`src/rtl/fdc_regs_pkg.sv`:
```
package fdc_regs_pkg;
  localparam int ADDR_W = 3;
  localparam logic [ADDR_W-1:0] OFS_CTRL = 3'd1;
  localparam logic [ADDR_W-1:0] OFS_STAT = 3'd4;
  localparam logic [ADDR_W-1:0] OFS_PORT = 3'd5;

  // control register field positions
  localparam int CTRL_MOTOR_LSB = 4;
  localparam int CTRL_GATE_BIT  = 3;
  localparam int CTRL_NRST_BIT  = 2;

  typedef enum logic [1:0] {
    PH_HOLD,
    PH_CMD,
    PH_EXEC,
    PH_RES
  } fdc_phase_e;
endpackage

```
`src/rtl/fdc_ctrl_reg.sv`:
```
module fdc_ctrl_reg #(
  parameter int DATA_W = 8
) (
  input  logic              clk,
  input  logic              rst,
  input  logic              wr_en,
  input  logic [DATA_W-1:0] wdata,
  output logic [DATA_W-1:0] ctrl_q
);
  always_ff @(posedge clk) begin
    if (rst)        ctrl_q <= '0;
    else if (wr_en) ctrl_q <= wdata;
  end
endmodule

```
`src/rtl/fdc_cmd_seq.sv`:
```
module fdc_cmd_seq
  import fdc_regs_pkg::*;
#(
  parameter int DATA_W      = 8,
  parameter int CMD_BYTES   = 3,
  parameter int RES_BYTES   = 2,
  parameter int BUSY_CYCLES = 4
) (
  input  logic              clk,
  input  logic              rst,
  input  logic              hold,
  input  logic              wr_req,
  input  logic              rd_req,
  input  logic [DATA_W-1:0] wdata,
  output fdc_phase_e        phase,
  output logic              cmd_busy,
  output logic              rd_ok,
  output logic [DATA_W-1:0] res_byte,
  output logic              irq_pend,
  output logic              err
);
  localparam int CIDX_W = (CMD_BYTES > 1) ? $clog2(CMD_BYTES) : 1;
  localparam int RIDX_W = (RES_BYTES > 1) ? $clog2(RES_BYTES) : 1;
  localparam int TMR_W  = $clog2(BUSY_CYCLES + 1);
  localparam logic [CIDX_W-1:0] CIDX_LAST = CIDX_W'(CMD_BYTES - 1);
  localparam logic [RIDX_W-1:0] RIDX_LAST = RIDX_W'(RES_BYTES - 1);
  localparam logic [TMR_W-1:0]  TMR_LOAD  = TMR_W'(BUSY_CYCLES - 1);

  logic [DATA_W-1:0] cmd_mem [CMD_BYTES];
  logic [CIDX_W-1:0] cmd_idx;
  logic [RIDX_W-1:0] res_idx;
  logic [TMR_W-1:0]  tmr;
  logic [CIDX_W-1:0] src_idx;
  logic              wr_ok;
  logic              bad;

  assign wr_ok = wr_req && (phase == PH_CMD) && !hold;
  assign rd_ok = rd_req && (phase == PH_RES) && !hold;
  assign bad   = (wr_req && !wr_ok) || (rd_req && !rd_ok);

  // command byte store: plain write port, no reset, RAM friendly
  always_ff @(posedge clk) begin
    if (wr_ok) cmd_mem[cmd_idx] <= wdata;
  end

  always_comb src_idx = CIDX_W'(32'(res_idx) % CMD_BYTES);
  assign res_byte = cmd_mem[src_idx] ^ DATA_W'(32'(res_idx) + 1);

  always_ff @(posedge clk) begin
    if (rst || hold) begin
      phase    <= PH_HOLD;
      cmd_idx  <= '0;
      res_idx  <= '0;
      tmr      <= '0;
      irq_pend <= 1'b0;
    end else begin
      unique case (phase)
        PH_HOLD: phase <= PH_CMD;
        PH_CMD: begin
          if (wr_ok) begin
            if (cmd_idx == CIDX_LAST) begin
              cmd_idx <= '0;
              tmr     <= TMR_LOAD;
              phase   <= PH_EXEC;
            end else begin
              cmd_idx <= cmd_idx + 1'b1;
            end
          end
        end
        PH_EXEC: begin
          if (tmr == '0) begin
            phase    <= PH_RES;
            res_idx  <= '0;
            irq_pend <= 1'b1;
          end else begin
            tmr <= tmr - 1'b1;
          end
        end
        PH_RES: begin
          if (rd_ok) begin
            if (res_idx == '0) irq_pend <= 1'b0;
            if (res_idx == RIDX_LAST) begin
              res_idx <= '0;
              phase   <= PH_CMD;
            end else begin
              res_idx <= res_idx + 1'b1;
            end
          end
        end
        default: phase <= PH_HOLD;
      endcase
    end
  end

  always_ff @(posedge clk) begin
    if (rst || hold) err <= 1'b0;
    else if (bad)    err <= 1'b1;
  end

  assign cmd_busy = ((phase == PH_CMD) && (cmd_idx != '0)) ||
                    (phase == PH_EXEC) || (phase == PH_RES);
endmodule

```
`src/rtl/fdc_host_regs.sv`:
```
module fdc_host_regs
  import fdc_regs_pkg::*;
#(
  parameter int DATA_W      = 8,
  parameter int CMD_BYTES   = 3,
  parameter int RES_BYTES   = 2,
  parameter int BUSY_CYCLES = 4
) (
  input  logic              clk,
  input  logic              rst,
  input  logic [ADDR_W-1:0] bus_addr,
  input  logic              bus_wr,
  input  logic              bus_rd,
  input  logic [DATA_W-1:0] bus_wdata,
  output logic [DATA_W-1:0] bus_rdata,
  output logic [3:0]        motor_en,
  output logic              dma_gate,
  output logic              ctl_rst_n,
  output logic [1:0]        drive_sel,
  output logic              irq,
  output logic              err_sticky
);
  logic [DATA_W-1:0] ctrl_q;
  logic [DATA_W-1:0] stat_val;
  logic [DATA_W-1:0] res_byte;
  fdc_phase_e        phase;
  logic              cmd_busy;
  logic              rd_ok;
  logic              irq_pend;
  logic              wr_ctrl;
  logic              wr_port;
  logic              rd_port;
  logic              seq_hold;

  assign wr_ctrl  = bus_wr && (bus_addr == OFS_CTRL);
  assign wr_port  = bus_wr && (bus_addr == OFS_PORT);
  assign rd_port  = bus_rd && (bus_addr == OFS_PORT);
  assign seq_hold = !ctrl_q[CTRL_NRST_BIT];

  fdc_ctrl_reg #(.DATA_W(DATA_W)) u_ctrl (
    .clk    (clk),
    .rst    (rst),
    .wr_en  (wr_ctrl),
    .wdata  (bus_wdata),
    .ctrl_q (ctrl_q)
  );

  fdc_cmd_seq #(
    .DATA_W      (DATA_W),
    .CMD_BYTES   (CMD_BYTES),
    .RES_BYTES   (RES_BYTES),
    .BUSY_CYCLES (BUSY_CYCLES)
  ) u_seq (
    .clk      (clk),
    .rst      (rst),
    .hold     (seq_hold),
    .wr_req   (wr_port),
    .rd_req   (rd_port),
    .wdata    (bus_wdata),
    .phase    (phase),
    .cmd_busy (cmd_busy),
    .rd_ok    (rd_ok),
    .res_byte (res_byte),
    .irq_pend (irq_pend),
    .err      (err_sticky)
  );

  always_comb begin
    stat_val    = '0;
    stat_val[7] = (phase == PH_CMD) || (phase == PH_RES);
    stat_val[6] = (phase == PH_RES);
    stat_val[4] = cmd_busy;
  end

  always_ff @(posedge clk) begin
    if (rst) begin
      bus_rdata <= '0;
    end else if (bus_rd) begin
      unique case (bus_addr)
        OFS_CTRL: bus_rdata <= ctrl_q;
        OFS_STAT: bus_rdata <= stat_val;
        OFS_PORT: bus_rdata <= rd_ok ? res_byte : '0;
        default:  bus_rdata <= '0;
      endcase
    end
  end

  always_ff @(posedge clk) begin
    if (rst) irq <= 1'b0;
    else     irq <= irq_pend && ctrl_q[CTRL_GATE_BIT];
  end

  assign motor_en  = ctrl_q[CTRL_MOTOR_LSB +: 4];
  assign dma_gate  = ctrl_q[CTRL_GATE_BIT];
  assign ctl_rst_n = ctrl_q[CTRL_NRST_BIT];
  assign drive_sel = ctrl_q[1:0];
endmodule

```
`config.mk`:
```
export PLATFORM = sky130hd
export DESIGN_NAME = fdc_host_regs
export DESIGN_NICKNAME = d
export VERILOG_FILES = /design/src/rtl/fdc_regs_pkg.sv /design/src/rtl/fdc_ctrl_reg.sv /design/src/rtl/fdc_cmd_seq.sv /design/src/rtl/fdc_host_regs.sv
export SDC_FILE = /design/constraint.sdc
export NUM_CORES = 1
export LEC_CHECK = 0
export BUFFER_PORTS_ARGS = -buffer_cell sky130_fd_sc_hd__buf_2
export CORE_UTILIZATION = 35
export DETAILED_ROUTE_END_ITERATION = 10
export PLACE_DENSITY_LB_ADDON = 0.1
export SYNTH_ARGS = -nofsm -noshare
export SYNTH_HDL_FRONTEND = slang
export SYNTH_SLANG_ARGS = --single-unit
```
`constraint.sdc`:
```
create_clock -name clk -period 2 [get_ports clk]
set_input_delay 0.4 -clock clk [delete_from_list [all_inputs] [get_ports clk]]
set_output_delay 0.4 -clock clk [all_outputs]
set_load 0.02 [all_outputs]
```
# ---- Yosys cells after proc, flatten, opt, wreduce, memory -nomap -nowiden
# Memory sizes are Yosys's and may differ from the RTL's.
# Index checks and enable logic that the tools add are counted.
dict set report op_classes {
  n_addsub 4
  div_mod_pow 1
  n_eq_ne 14
  n_mux 23
  n_bitwise 1
  n_reduce_logical 29
}
# operator n
set ops {}
lappend ops {{modulo 1 x 2 -> 32 bit, second input constant} 1}
lappend ops {{one-hot mux 8 bit (3 select lines)} 1}
lappend ops {{2-to-1 mux 2 bit} 6}
lappend ops {{logical AND 1 bit} 11}
lappend ops {{inequality test 2 x 1 -> 1 bit, second input constant} 5}
lappend ops {{2-to-1 mux 3 bit} 3}
lappend ops {{2-to-1 mux 1 bit} 8}
lappend ops {{2-to-1 mux 8 bit} 1}
lappend ops {{one-hot mux 2 bit (4 select lines)} 1}
lappend ops {{AND reduction 4 bit} 2}
lappend ops {{XOR 8 bit} 1}
lappend ops {{equality test 2 bit, second input constant} 3}
lappend ops {{equality test 3 bit, second input constant} 2}
lappend ops {{one-hot mux 3 bit (2 select lines)} 1}
lappend ops {{nonzero test 2 bit} 3}
lappend ops {{logical OR 1 bit} 5}
lappend ops {{AND reduction 5 bit} 1}
lappend ops {{inequality test 2 bit, second input constant} 2}
lappend ops {{one-hot mux 1 bit (2 select lines)} 2}
lappend ops {{equality test 3 x 1 -> 1 bit, second input constant} 1}
lappend ops {{logical NOT 1 bit} 3}
lappend ops {{logical NOT 3 bit} 1}
lappend ops {{AND reduction 3 bit} 1}
lappend ops {{subtractor 3 x 1 -> 3 bit, second input constant} 1}
lappend ops {{other kinds (6)} 6}
dict set report totals {
  reg_bits 27
  ramBits 24
  input_bits 15
  output_inout_bits 18
  wordCells 82
  memories 1
}
# name words word_bits rd rd_clocked_by_memory_dff wr line
set memory_table {}
lappend memory_table {u_seq.cmd_mem 3 8 1 0 1 fdc_cmd_seq.sv:29} ;# logic [DATA_W-1:0] cmd_mem [CMD_BYTES];

# ---- Depth between registers and ports, before layout
dict set report logic_depth {
  word_depth 7
  depth_mapped 6
  mapped_depth_nobuf 6
}

# ---- Modules after synthesis
# A second synthesis with hierarchy kept.
dict set report hier_totals {
  cells_unflattened 200
  area_unflattened_um2 2039.5
}
# mod instances cells_per_inst area_per_inst_um2 seq_area_each_um2
set modules_own_cells {}
lappend modules_own_cells {fdc_cmd_seq 1 101 1192.4 680.7}
lappend modules_own_cells {fdc_host_regs 1 73 561.8 180.2}
lappend modules_own_cells {fdc_ctrl_reg 1 26 285.3 160.2}

# ---- Worst setup path after synthesis
# OpenSTA, ideal clock, no wires.
dict set report synth_path {
  kind {input port to flip-flop}
  startpoint {in bus_addr[0]}
  endpoint {mem u_seq.cmd_mem[1][0], enable pin}
  setup_time_ns 0.324
  arrival_ns 1.468
  setup_slack_ns 0.208
  cell_stages 5
  path_cell_list {clkbuf_2 and3b_1 nand4_2 or3b_4 inv_1}
}
dict set report synth_via {
  elab_chain_cells 6
}
# element line
set synth_lines {}
lappend synth_lines {{from (decl)} fdc_host_regs.sv:11} ;# input logic [ADDR_W-1:0] bus_addr,
lappend synth_lines {{equality test 3 bit} fdc_host_regs.sv:36} ;# assign wr_port = bus_wr && (bus_addr == OFS_PORT);
lappend synth_lines {{logical AND 1 bit} fdc_host_regs.sv:36}
lappend synth_lines {{logical AND 1 bit (2 in series)} fdc_cmd_seq.sv:37} ;# assign wr_ok = wr_req && (phase == PH_CMD) && !hold;
lappend synth_lines {{2-to-1 mux 1 bit} fdc_cmd_seq.sv:43} ;# if (wr_ok) cmd_mem[cmd_idx] <= wdata;
lappend synth_lines {{2-to-1 mux 1 bit (implied by the code)} fdc_cmd_seq.sv:43}
lappend synth_lines {{to (decl)} fdc_cmd_seq.sv:29}
# No other way between the ends.

# ---- Worst setup path after layout
dict set report layout_path {
  startpoint {reg u_seq.phase[0]}
  endpoint {mem u_seq.cmd_mem[0][3], enable pin}
}
dict set report layout_via {
  elab_chain_cells 5
}
# element line
set layout_lines {}
lappend layout_lines {{from (decl)} fdc_cmd_seq.sv:15} ;# output fdc_phase_e phase,
lappend layout_lines {{from (signal assigned)} fdc_cmd_seq.sv:51} ;# phase <= PH_HOLD;
lappend layout_lines {{from (signal assigned)} fdc_cmd_seq.sv:58} ;# PH_HOLD: phase <= PH_CMD;
lappend layout_lines {{from (signal assigned)} fdc_cmd_seq.sv:64} ;# phase <= PH_EXEC;
lappend layout_lines {{equality test 2 x 1 -> 1 bit} fdc_cmd_seq.sv:37}
lappend layout_lines {{logical AND 1 bit (2 in series)} fdc_cmd_seq.sv:37}
lappend layout_lines {{2-to-1 mux 1 bit} fdc_cmd_seq.sv:43}
lappend layout_lines {{2-to-1 mux 1 bit (implied by the code)} fdc_cmd_seq.sv:43}
# No other way between the ends.

==> out/summary.md <==
- initial cell density of the core: 0.367
- nature of the critical path startpoint: flip-flop
- global-route congestion overflow total: 0
- TritonCTS Buffers: 5
- Detailed Routing Iterations Pass 1: 4
- origin of the worst min-delay path: bus_wdata[5]
- Post-Route Skew: 0.00850 ns
- required time at the worst-slack endpoint: 1.96 ns
- biggest fanout along the worst timing path: 8
- hold worst-path end: u_seq.cmd_mem[0][5]
- buffers from clock root to sink, at most: 2
- Antenna diodes: 0
- total leakage power: 0.899 nW
- Post-Syn Area: 2030 um^2
- Vias: 1490
- Seq cells post-synth: 43
- adder and majority gate portion of the synthesized area: 0.0369
- fraction of the core area covered by cells at the end of the flow: 0.439
- main combinational cell family by area after synthesis: simple AND/OR/NAND/NOR gates
- Final Hold Vio Count: 0
- compound-gate portion of the synthesized area: 0.171
- clock slew at reported path FFs: 0.08 ns
- primary flip-flop cell chosen by synthesis mapping: sky130_fd_sc_hd__dfxtp_1
- Worst Hold Class: in2reg
- average wire per standard cell: 15.5 um
- final critical delay including setup and external delays: 1.79 ns
- sum of negative setup slack: 0 ns
- maximum number of pins on one net before global-route repair: 18
- final net count: 254
- Power per Cell Area: 684 nW/um^2
- part of the cycle the worst path needs: 0.895
- Via density: 4.87
- CTS tree: yes
- total routing resource utilization after global routing: 0.165
- worst vdd rail ir drop: 0.000312 V
- number of stages on the worst hold path: 1
- worst setup slack for register-to-register paths: 0.21 ns
- count of cell types in the netlist: 52
- total count of max-transition violations in the final report: 0
- count of yosys warnings during synthesis: 0
- buffers added on ports: 32
- total I/O pin count: 33
- worst reg-to-reg path cell count: 4
- Resize count post-CTS: 0
- number of hold-repair buffers added at the cts stage: 0
- Post-Synth Simple-Gate Area: 0.175
- minimum hold slack: 0.309 ns
- run status: finished clean
- category of the critical setup timing path: reg2reg
- Num Clock Sinks: 43
- number of global-route vias before repair: 1415
- count of standard-cell rows: 27
- highest clock rate: 558 MHz
- Synth Area per Inst: 10.6 um^2
- post-synth net total: 213
- level count of the clock H-tree: 2
- beginning of the worst register-to-register path: u_seq.phase[0]
- number of enable-type register cells in the synthesized netlist: 16
- Data arrival, critical path: 1.75 ns
- antenna violations before repair: 0
- unrepaired setup endpoints after global routing: false
- portion of netlist area occupied by mux cells: 0.0646
- Worst-Skew Late Latency: 0.30 ns
- number of setup buffers added after CTS: 0
- number of nets still failing antenna checks after routing: 0
- pin slew with the least headroom to its limit: 0.491 ns
- total wire length after detailed routing: 4.73 mm
- core area: 5540 um^2
- Routability Congestion: 0.770
- Finish-stage setup viols: 0
- number of design rule violations left after detail routing: 0
- Async SR Flop Fraction: 0
- layout overhead on the synthesized area: 19.6%
- post-synthesis share of cell area spent on xor and xnor gates: 0
- count of max-cap constraint violations: 0
- sequential area share after synthesis: 0.502
- worst-case headroom to the max-slew limit: 0.673
- die extent in x: 78.2 um
- fraction of final layout cells with drive strength greater than 1: 0.265
- capturing element type of the critical path: flip-flop
- initial DRC count: 57
- die boundary height: 78.2 um
- post-synthesis cell count: 192
- estimated wirelength of the detail-placed design: 3.42 mm
- capture instance of the worst register-to-register path: u_seq.cmd_mem[0][3]
- clk root buf: sky130_fd_sc_hd__clkbuf_8
- DIE AREA: 6120 um^2
- wire length of the first global-routing pass: 7.58 mm
metal layers:
layer	wire [um]	part of all wire	track usage
met1	2590	0.55	0.250
met3	166	0.035	0.0360
met2	1930	0.41	0.233
met5	0	0	0
met4	46	0.0097	0.0444
stage by stage:
| step | setup slack (ns) | power [mW] | cell area [um^2] | std cells |
|---|---|---|---|---|
| 5_1_grt | 0.101 | 1.72 | 2430 | 306 |
| 2_1_floorplan | 0.208 | 0.980 | 2030 | 192 |
| 4_1_cts | 0.212 | 1.69 | 2430 | 306 |
| 3_3_place_gp | 0.0755 | 1.02 | 2320 | 298 |
| 3_5_place_dp | 0.0795 | 1.02 | 2320 | 298 |
| 6_report | 0.209 | 1.66 | 2430 | 306 |
logic make-up after synthesis:
kind of cell    Yosys count
simple gates             60
compound gates           47
flops                    43
buf+inv                  23
mux                      13
fa+ha+maj                 6
layout by cell type, fill, tap and decap left out, types with 3 or more instances in the layout:
master / count
sky130_fd_sc_hd__o21ai_0: 7
sky130_fd_sc_hd__buf_4: 9
sky130_fd_sc_hd__a31oi_1: 4
sky130_fd_sc_hd__mux2i_1: 12
sky130_fd_sc_hd__a21oi_1: 15
sky130_fd_sc_hd__clkbuf_8: 5
sky130_fd_sc_hd__ha_1: 6
sky130_fd_sc_hd__nand3_1: 3
sky130_fd_sc_hd__edfxtp_1: 16
sky130_fd_sc_hd__buf_2: 32
sky130_fd_sc_hd__nor2_1: 15
sky130_fd_sc_hd__dfxtp_1: 27
sky130_fd_sc_hd__and2_1: 4
sky130_fd_sc_hd__inv_1: 14
sky130_fd_sc_hd__nand2_1: 12
sky130_fd_sc_hd__nand3b_1: 3
sky130_fd_sc_hd__nand2b_1: 4
sky130_fd_sc_hd__o32ai_1: 3
Yosys cell counts, drive strengths merged (4+ instances only):
| master | count | area (um^2) |
|---|---|---|
| nand3b | 4 | 33.8 |
| nand2 | 12 | 45.0 |
| clkbuf | 4 | 17.5 |
| nor2 | 16 | 76.3 |
| mux2i | 12 | 120 |
| a21oi | 16 | 83.8 |
| nand2b | 4 | 25.0 |
| edfxtp | 16 | 480 |
| a31oi | 4 | 25.0 |
| buf | 4 | 28.8 |
| dfxtp | 27 | 541 |
| o21ai | 10 | 53.8 |
| inv | 14 | 52.6 |
| ha | 6 | 75.1 |
| and2 | 4 | 25.0 |
critical path: stages (launching register included):
cell,delay [ns]
sky130_fd_sc_hd__dfxtp_1,0.42
sky130_fd_sc_hd__ha_1,0.24
sky130_fd_sc_hd__nand4_2,0.14
sky130_fd_sc_hd__or3_1,0.35
sky130_fd_sc_hd__inv_1,0.30
cell type report:
class                   instances  area [um^2]
fillers                       575         3110
flip-flops and latches         43         1020
multi-input cells             126          910
repair buffers                 42          248
well taps                      72         90.1
clock buffers                   5         68.8
inverters                      15         56.3
clock inverters                 3         38.8
where the power goes:
group / total, mW / internal, mW / switching (mW)
Sequential: 0.913 / 0.909 / 0.00380
Combinational: 0.0884 / 0.0334 / 0.0550
Clock: 0.662 / 0.366 / 0.296
sequential cells by signal (all words and copies together) (netlist names):
name            flops
u_seq.cmd_mem      16
bus_rdata           8
u_ctrl.ctrl_q       8
u_seq.tmr           3
u_seq.cmd_idx       2
u_seq.phase         2
irq                 1
u_seq.err           1
u_seq.irq_pend      1
u_seq.res_idx       1
worst max path at each step:
stage / start / end / slack, ns
2_1_floorplan: bus_addr[0] / u_seq.cmd_mem[1][0] / 0.21
3_3_place_gp: bus_addr[1] / u_seq.cmd_mem[0][4] / 0.08
3_5_place_dp: bus_addr[1] / u_seq.cmd_mem[0][4] / 0.08
4_1_cts: u_seq.phase[0] / u_seq.cmd_mem[0][2] / 0.21
5_1_grt: u_seq.phase[0] / u_seq.cmd_mem[0][7] / 0.10
6_report: u_seq.phase[0] / u_seq.cmd_mem[0][3] / 0.21
Power figures use the tool's default switching activity.
